## src/rtl/uirq_pkg.sv

```systemverilog
package uirq_pkg;
  localparam int ADDR_W = 4;
  localparam int ST_W   = 14;  // raw status word width
  localparam int SK_W   = 13;  // sticky / mask width

  // raw status bit positions
  localparam int ST_RXTRIG  = 0;
  localparam int ST_RXEMPTY = 1;
  localparam int ST_RXFULL  = 2;
  localparam int ST_TXEMPTY = 3;
  localparam int ST_TXFULL  = 4;
  localparam int ST_RXACT   = 10;
  localparam int ST_TXACT   = 11;
  localparam int ST_TXTRIG  = 13;

  // sticky bit positions
  localparam int SK_RXEMPTY = 1;
  localparam int SK_RXOVR   = 5;
  localparam int SK_FRAME   = 6;
  localparam int SK_PARITY  = 7;
  localparam int SK_TIMEOUT = 8;
  localparam int SK_MODEM   = 9;
  localparam int SK_TXTRIG  = 10;
  localparam int SK_TXOVR   = 12;

  typedef enum logic [ADDR_W-1:0] {
    A_MSET   = 4'd0,
    A_MCLR   = 4'd1,
    A_MASK   = 4'd2,
    A_STICKY = 4'd3,
    A_STATUS = 4'd4,
    A_RXTHR  = 4'd5,
    A_TXTHR  = 4'd6
  } reg_addr_e;
endpackage

```

## src/rtl/uirq_status.sv

```systemverilog
module uirq_status
  import uirq_pkg::*;
#(
  parameter int DEPTH = 64,
  parameter int CNT_W = $clog2(DEPTH + 1)
) (
  input  logic [CNT_W-1:0] rx_cnt,
  input  logic [CNT_W-1:0] tx_cnt,
  input  logic [CNT_W-1:0] rx_thr,
  input  logic [CNT_W-1:0] tx_thr,
  input  logic             rx_act,
  input  logic             tx_act,
  output logic [ST_W-1:0]  status
);
  localparam logic [CNT_W-1:0] FULL_LVL = CNT_W'(DEPTH);

  // pack the live conditions into the raw status word
  function automatic logic [ST_W-1:0] pack_status(
    input logic [CNT_W-1:0] rc, tc, rt, tt,
    input logic ra, ta);
    logic [ST_W-1:0] s;
    s             = '0;
    s[ST_RXTRIG]  = (rc >= rt);
    s[ST_RXEMPTY] = (rc == '0);
    s[ST_RXFULL]  = (rc == FULL_LVL);
    s[ST_TXEMPTY] = (tc == '0);
    s[ST_TXFULL]  = (tc == FULL_LVL);
    s[ST_RXACT]   = ra;
    s[ST_TXACT]   = ta;
    s[ST_TXTRIG]  = (tc >= tt);
    return s;
  endfunction

  assign status = pack_status(rx_cnt, tx_cnt, rx_thr, tx_thr, rx_act, tx_act);

  // empty and full can never be reported together for one FIFO
  always_comb begin
    rx_excl_chk: assert (!(status[ST_RXEMPTY] && status[ST_RXFULL]) || DEPTH == 0);
  end
endmodule

```

## src/rtl/uirq_sticky.sv

```systemverilog
module uirq_sticky #(
  parameter int W = 13
) (
  input  logic         clk,
  input  logic         rst_n,
  input  logic [W-1:0] set_vec,
  input  logic [W-1:0] clr_vec,
  output logic [W-1:0] q
);
  // hardware set has priority over software clear
  function automatic logic [W-1:0] next_sticky(
    input logic [W-1:0] cur, set, clr);
    return (cur & ~clr) | set;
  endfunction

  always_ff @(posedge clk or negedge rst_n) begin
    if (!rst_n) q <= '0;
    else        q <= next_sticky(q, set_vec, clr_vec);
  end


  sticky_set_chk: assert property (@(posedge clk) disable iff (!rst_n)
    (set_vec != '0) |=> ((q & $past(set_vec)) == $past(set_vec)));

  sticky_clr_chk: assert property (@(posedge clk) disable iff (!rst_n)
    ((clr_vec & ~set_vec) != '0) |=> ((q & $past(clr_vec & ~set_vec)) == '0));

  sticky_keep_chk: assert property (@(posedge clk) disable iff (!rst_n)
    (clr_vec == '0) |=> (($past(q) & ~q) == '0));
endmodule

```

## src/rtl/uirq_mask.sv

```systemverilog
module uirq_mask #(
  parameter int W = 13
) (
  input  logic         clk,
  input  logic         rst_n,
  input  logic         set_en,
  input  logic         clr_en,
  input  logic [W-1:0] wbits,
  output logic [W-1:0] q
);
  always_ff @(posedge clk or negedge rst_n) begin
    if (!rst_n)      q <= '0;
    else if (set_en) q <= q | wbits;
    else if (clr_en) q <= q & ~wbits;
  end


  mask_set_chk: assert property (@(posedge clk) disable iff (!rst_n)
    set_en |=> ((q & $past(wbits)) == $past(wbits)));

  mask_clr_chk: assert property (@(posedge clk) disable iff (!rst_n)
    (clr_en && !set_en) |=> ((q & $past(wbits)) == '0));

  mask_hold_chk: assert property (@(posedge clk) disable iff (!rst_n)
    (!set_en && !clr_en) |=> $stable(q));
endmodule

```

## src/rtl/uirq_ctrl.sv

```systemverilog
module uirq_ctrl
  import uirq_pkg::*;
#(
  parameter int DEPTH    = 64,
  parameter int CNT_W    = $clog2(DEPTH + 1),
  parameter int DATA_W   = 32,
  parameter int TRIG_RST = 32
) (
  input  logic              clk,
  input  logic              rst_n,
  input  logic [CNT_W-1:0]  rx_count,
  input  logic [CNT_W-1:0]  tx_count,
  input  logic              rx_active,
  input  logic              tx_active,
  input  logic              ev_rx_ovr,
  input  logic              ev_frame,
  input  logic              ev_parity,
  input  logic              ev_timeout,
  input  logic              ev_modem,
  input  logic              ev_tx_ovr,
  input  logic [ADDR_W-1:0] reg_addr,
  input  logic              reg_wen,
  input  logic [DATA_W-1:0] reg_wdata,
  output logic [DATA_W-1:0] reg_rdata,
  output logic              irq
);
  localparam logic [CNT_W-1:0] THR_RST = CNT_W'(TRIG_RST);

  // write decode, brought out as named events
  logic wr_mset, wr_mclr, wr_sticky, wr_rxthr, wr_txthr;
  assign wr_mset   = reg_wen && (reg_addr == A_MSET);
  assign wr_mclr   = reg_wen && (reg_addr == A_MCLR);
  assign wr_sticky = reg_wen && (reg_addr == A_STICKY);
  assign wr_rxthr  = reg_wen && (reg_addr == A_RXTHR);
  assign wr_txthr  = reg_wen && (reg_addr == A_TXTHR);

  logic unused_wdata_hi;
  assign unused_wdata_hi = ^reg_wdata[DATA_W-1:SK_W];

  // trigger thresholds
  logic [CNT_W-1:0] rx_thr_q, tx_thr_q;
  always_ff @(posedge clk or negedge rst_n) begin
    if (!rst_n) begin
      rx_thr_q <= THR_RST;
      tx_thr_q <= THR_RST;
    end else begin
      if (wr_rxthr) rx_thr_q <= reg_wdata[CNT_W-1:0];
      if (wr_txthr) tx_thr_q <= reg_wdata[CNT_W-1:0];
    end
  end

  logic [ST_W-1:0] status;
  uirq_status #(.DEPTH(DEPTH), .CNT_W(CNT_W)) u_status (
    .rx_cnt(rx_count), .tx_cnt(tx_count),
    .rx_thr(rx_thr_q), .tx_thr(tx_thr_q),
    .rx_act(rx_active), .tx_act(tx_active),
    .status(status)
  );

  // hardware set vector for the sticky word
  function automatic logic [SK_W-1:0] map_set(
    input logic [ST_W-1:0] st,
    input logic rxo, fr, par, tmo, mdm, txo);
    logic [SK_W-1:0] v;
    v             = '0;
    v[4:0]        = st[4:0];
    v[SK_TXTRIG]  = st[ST_TXTRIG];
    v[SK_RXOVR]   = rxo;
    v[SK_FRAME]   = fr;
    v[SK_PARITY]  = par;
    v[SK_TIMEOUT] = tmo;
    v[SK_MODEM]   = mdm;
    v[SK_TXOVR]   = txo;
    return v;
  endfunction

  logic [SK_W-1:0] hw_set, sw_clr, sticky_q, mask_q;
  assign hw_set = map_set(status, ev_rx_ovr, ev_frame, ev_parity,
                          ev_timeout, ev_modem, ev_tx_ovr);
  assign sw_clr = wr_sticky ? reg_wdata[SK_W-1:0] : '0;

  uirq_sticky #(.W(SK_W)) u_sticky (
    .clk(clk), .rst_n(rst_n), .set_vec(hw_set), .clr_vec(sw_clr), .q(sticky_q)
  );

  uirq_mask #(.W(SK_W)) u_mask (
    .clk(clk), .rst_n(rst_n), .set_en(wr_mset), .clr_en(wr_mclr),
    .wbits(reg_wdata[SK_W-1:0]), .q(mask_q)
  );


  assign irq = |(mask_q & sticky_q);

  // read mux
  always_comb begin
    reg_rdata = '0;
    case (reg_addr)
      A_MASK:   reg_rdata = DATA_W'(mask_q);
      A_STICKY: reg_rdata = DATA_W'(sticky_q);
      A_STATUS: reg_rdata = DATA_W'(status);
      A_RXTHR:  reg_rdata = DATA_W'(rx_thr_q);
      A_TXTHR:  reg_rdata = DATA_W'(tx_thr_q);
      default:  reg_rdata = '0;
    endcase
  end


  irq_nomask_chk: assert property (@(posedge clk) disable iff (!rst_n)
    (mask_q == '0) |-> !irq);

  irq_cause_chk: assert property (@(posedge clk) disable iff (!rst_n)
    irq |-> (sticky_q != '0));

  rxempty_capture_chk: assert property (@(posedge clk) disable iff (!rst_n)
    (rx_count == '0) |=> sticky_q[SK_RXEMPTY]);

  txtrig_capture_chk: assert property (@(posedge clk) disable iff (!rst_n)
    (tx_count >= tx_thr_q) |=> sticky_q[SK_TXTRIG]);

  frame_capture_chk: assert property (@(posedge clk) disable iff (!rst_n)
    ev_frame |=> sticky_q[SK_FRAME]);
endmodule

```

## config.mk

```make
export PLATFORM = sky130hd
export DESIGN_NAME = uirq_ctrl
export DESIGN_NICKNAME = d
export VERILOG_FILES = /design/src/rtl/uirq_pkg.sv /design/src/rtl/uirq_status.sv /design/src/rtl/uirq_sticky.sv /design/src/rtl/uirq_mask.sv /design/src/rtl/uirq_ctrl.sv
export SDC_FILE = /design/constraint.sdc
export NUM_CORES = 1
export LEC_CHECK = 0
export ABC_AREA = 0
export BUFFER_PORTS_ARGS = -buffer_cell sky130_fd_sc_hd__buf_2
export CAP_MARGIN = 40
export CORE_MARGIN = 2
export CORE_UTILIZATION = 25
export DETAILED_ROUTE_END_ITERATION = 16
export SKIP_LAST_GASP = 1
export SLEW_MARGIN = 10
export SYNTH_ARGS = -nofsm -noshare
export SYNTH_HDL_FRONTEND = slang
export SYNTH_SLANG_ARGS = --single-unit
export TNS_END_PERCENT = 20
```

## constraint.sdc

```tcl
create_clock -name clk -period 1.6 [get_ports clk]
set_clock_uncertainty 0.1 [all_clocks]
set_input_delay 0.08 -clock clk [delete_from_list [all_inputs] [get_ports clk]]
set_output_delay 0.08 -clock clk [all_outputs]
set_load 0.05 [all_outputs]
```

==> out/qor_table.md <==
| Metric | Value |
|---|---|
| First element of the critical path | rx_thr_q[5] |
| Hold Crit Depth | 3 |
| I/O Pins | 94 |
| Largest fanout of any net on the critical path | 3 |
| Sequential cell area fraction in the yosys report | 0.417 |
| Worst-skew pair later-pin latency | 0.29 ns |
| Average routed wire per standard cell | 14.7 um |
| X dimension of the die | 102 um |
| Signal arrival time at the worst endpoint | 1.95 ns |
| Fill cell instance count of the final layout | 956 |
| CTS tree | done |
| DR vias | 2285 |
| Worst R2R Setup Slack | -0.18 ns |
| Number of synthesis warnings | 0 |
| Routed Wire Length | 7330 um |
| Count of input and output buffers | 56 |
| Period minus WS final | 2.13 ns |
| Crit Path Class | flop to output port |
| Sequential power share | 0.397 |
| FF-to-FF Start | tx_thr_q[5] |
| Post-synthesis cell type count | 36 |
| HPWL reported at the end of detailed placement | 5360 um |
| Overall fraction of global-route tracks in use | 0.142 |
| Leakage dissipation | 1.69 nW |
| GRT Residual Overflow | 0 |
| Area of the multi-input gates | 1340 um2 |
| Cts bufs inserted | 5 |
| Required time of the worst setup path | 1.42 ns |
| Endpoint of the most critical setup path | reg_rdata[0] |
| Pin count of the biggest net entering global routing | 41 |
| Ratio of cells with drive above 1 in the final layout | 0.365 |
| Worst r2r dst | u_sticky.q[10] |
| Maximum achievable frequency | 469 MHz |
| Die height | 102 um |
| Maximum VDD drop | 0.000476 V |
| Hold violation count in the final report | 0 |
| Effective utilization at floorplan | 0.259 |
| Die area | 10400 um2 |
| Cell types occupying the most area after synthesis | dfrtp_1 (39%), nand2_1 (8.4%), ha_1 (7.3%) |
| Iteration-0 DRC count of the detailed router | 130 |
| Post-Synthesis Mean Instance Area | 9.60 um2 |
| Routed Antenna Nets | 0 |
| Switching Power | 1.13 mW |
| Iteration count of the initial detailed-routing pass | 5 |
| Combinational share of power | 0.358 |
| First-pass GRT wire length | 11300 um |
| Placeable Area | 9280 um2 |
| Proportion of netlist area held by the largest area contributor | 0.395 |
| Floorplan row count | 35 |
| Final sum of negative setup slack | -2.21 ns |
| Layout Cell Area excl Fill | 3520 um2 |
| Fin crit share | 1.33 |
| Clock tree buffer depth | 2 |
| Clock root cell | clkbuf_8 |
| FF+latch count, synth | 40 |
| Sw Share | 0.336 |
| Startpoint kind of the worst setup timing path | flop |
| DRC errors left | 0 |
| Area overhead of the layout relative to synthesis | 46.2% |
| Number of global-route vias before repair | 2242 |
| Post-route worst setup slack | -0.532 ns |
| Clock sink count | 40 |
| Violated checks | negative setup slack |
| Result of the run | finished, violations left |
| # Max-Cap Violations | 0 |
| Initial antenna violation count | 0 |
| Post-synth design cell area | 2410 um2 |
| Portion of total power attributed to the clock network | 0.245 |
| Cell area after placement | 3090 um2 |
| Area taken by flip-flops and latches | 1000 um2 |
| Unrepaired setup endpoints after global routing | yes |
| Ratio of total power to cell area | 954 nW/um2 |
| Crit. End Element | output port |
| Average via count per standard cell | 4.58 |
| Total setup violations reported at the end of the flow | 11 |
| Internal Dissipation | 2.23 mW |
| Gate Count Post-Synth | 251 |
| Post-place setup slack | -0.258 ns |
| Number of cells on the worst reg-to-reg path | 6 |
| Final count of pins violating max slew | 0 |
| Number of H-tree branching levels | 2 |
| Clk slew on worst S/H paths | 0.08 ns |
| Worst Hold Margin | 0.0695 ns |
| Ant diodes | 0 |
| Classification of the worst-slack hold path | input port to flop |
| Final estimated routing congestion in global placement | 0.837 |
| Cell taking the most area after synthesis | dfrtp_1 |
| Post-layout nets | 444 |
[final cells by class]
class / count / area share
multi-input cells: 186 / 0.381
flip-flops and latches: 40 / 0.285
repair buffers: 120 / 0.240
well taps: 129 / 0.0458
clock buffers: 6 / 0.0206
inverters: 16 / 0.0171
clock inverters: 2 / 0.00995
[power groups by stage]
stage / logic [mW] / registers (mW) / clock network (mW)
2_1_floorplan: 0.645 / 1.31 / 0
3_3_place_gp: 1.01 / 1.33 / 0
3_5_place_dp: 1.03 / 1.34 / 0
4_1_cts: 1.12 / 1.32 / 0.838
5_1_grt: 1.33 / 1.35 / 0.892
6_report: 1.20 / 1.33 / 0.823
[placed cells by master (no fill, tap or decap), drive strengths merged, types with 2 or more instances in the layout]
cell         count
ha              14
a221oi           3
mux2            14
a22oi            7
nor3             2
nor4bb           2
nand3            6
dfstp            2
a222oi           5
nor4b            3
buf            100
inv             16
o21ai           15
a221o            3
a21o            11
a21boi           2
clkbuf           6
a22o             7
or4              2
nand4            5
a21oi            2
nand2           56
conb            18
nor4             2
dlygate4sd3     20
dfrtp           38
[cell families (layout without fill, tap and decap cells)]
kind of cell	after synthesis	after routing	share of synthesized area
compound gates	56	56	0.170
mux	14	14	0.0655
flops	40	40	0.417
simple gates	84	84	0.177
fa+ha+maj	14	14	0.0727
other cells	1	18	0.00156
buf+inv	42	144	0.0971
[what timing repair did]
action	CTS	global route
resized for setup	7	11
hold buffers	20	0
setup endpoints to repair	10	17
setup buffers	2	3
pin swaps	2	6
cloned	0	0
hold endpoints to repair	71	0
[worst min-delay path by stage]
stage                          to   startpoint  slack, ns
floorplan               async pin        rst_n      -0.32
global placement        async pin        rst_n      -0.02
detailed placement      async pin        rst_n      -0.02
CTS                 u_sticky.q[4]  tx_count[6]       0.06
global route        u_sticky.q[4]  tx_count[6]       0.07
finish              u_sticky.q[4]  tx_count[6]       0.07
[synth_stat cells, drive strengths merged]
| cell type | count |
|---|---|
| or4 | 2 |
| a222oi | 5 |
| nand3 | 6 |
| nor4b | 3 |
| a31oi | 1 |
| nor3 | 2 |
| a21oi | 2 |
| inv | 16 |
| nor2b | 1 |
| nor4bb | 2 |
| a221oi | 3 |
| clkbuf | 1 |
| nand2 | 56 |
| buf | 25 |
| o21ai | 15 |
| a22oi | 7 |
| and2 | 1 |
| nor4 | 2 |
| a22o | 7 |
| and4 | 1 |
| ha | 14 |
| a221o | 3 |
| nand2b | 1 |
| a21o | 11 |
| nand4 | 5 |
| dfrtp | 38 |
| conb | 1 |
| a21boi | 2 |
| dfstp | 2 |
| and3 | 1 |
| mux2 | 14 |
| and4bb | 1 |
[metrics by stage]
step / util / total power, mW / instances
finish: 0.379 / 3.36 / 499
global route: 0.379 / 3.57 / 499
CTS: 0.371 / 3.28 / 496
detailed placement: 0.333 / 2.37 / 466
global placement: 0.333 / 2.33 / 466
floorplan: - / 1.95 / 268
[critical path, stage by stage (launching register included)]
cell and delay, ns:
dfstp_2 0.54, inv_2 0.04, ha_4 0.21, nand4_1 0.08, and3_1 0.17, o21ai_2 0.07
a221o_2 0.39, buf_8 0.16
[layer usage]
metal,GRT usage,vias to the layer above,part of all wire
li1,-,1106,-
met1,0.195,1071,0.45
met2,0.231,99,0.47
met3,0.0253,9,0.074
met4,0.0369,0,0.0093
met5,0,-,0
No activity file was read; power rests on OpenSTA's default activity.
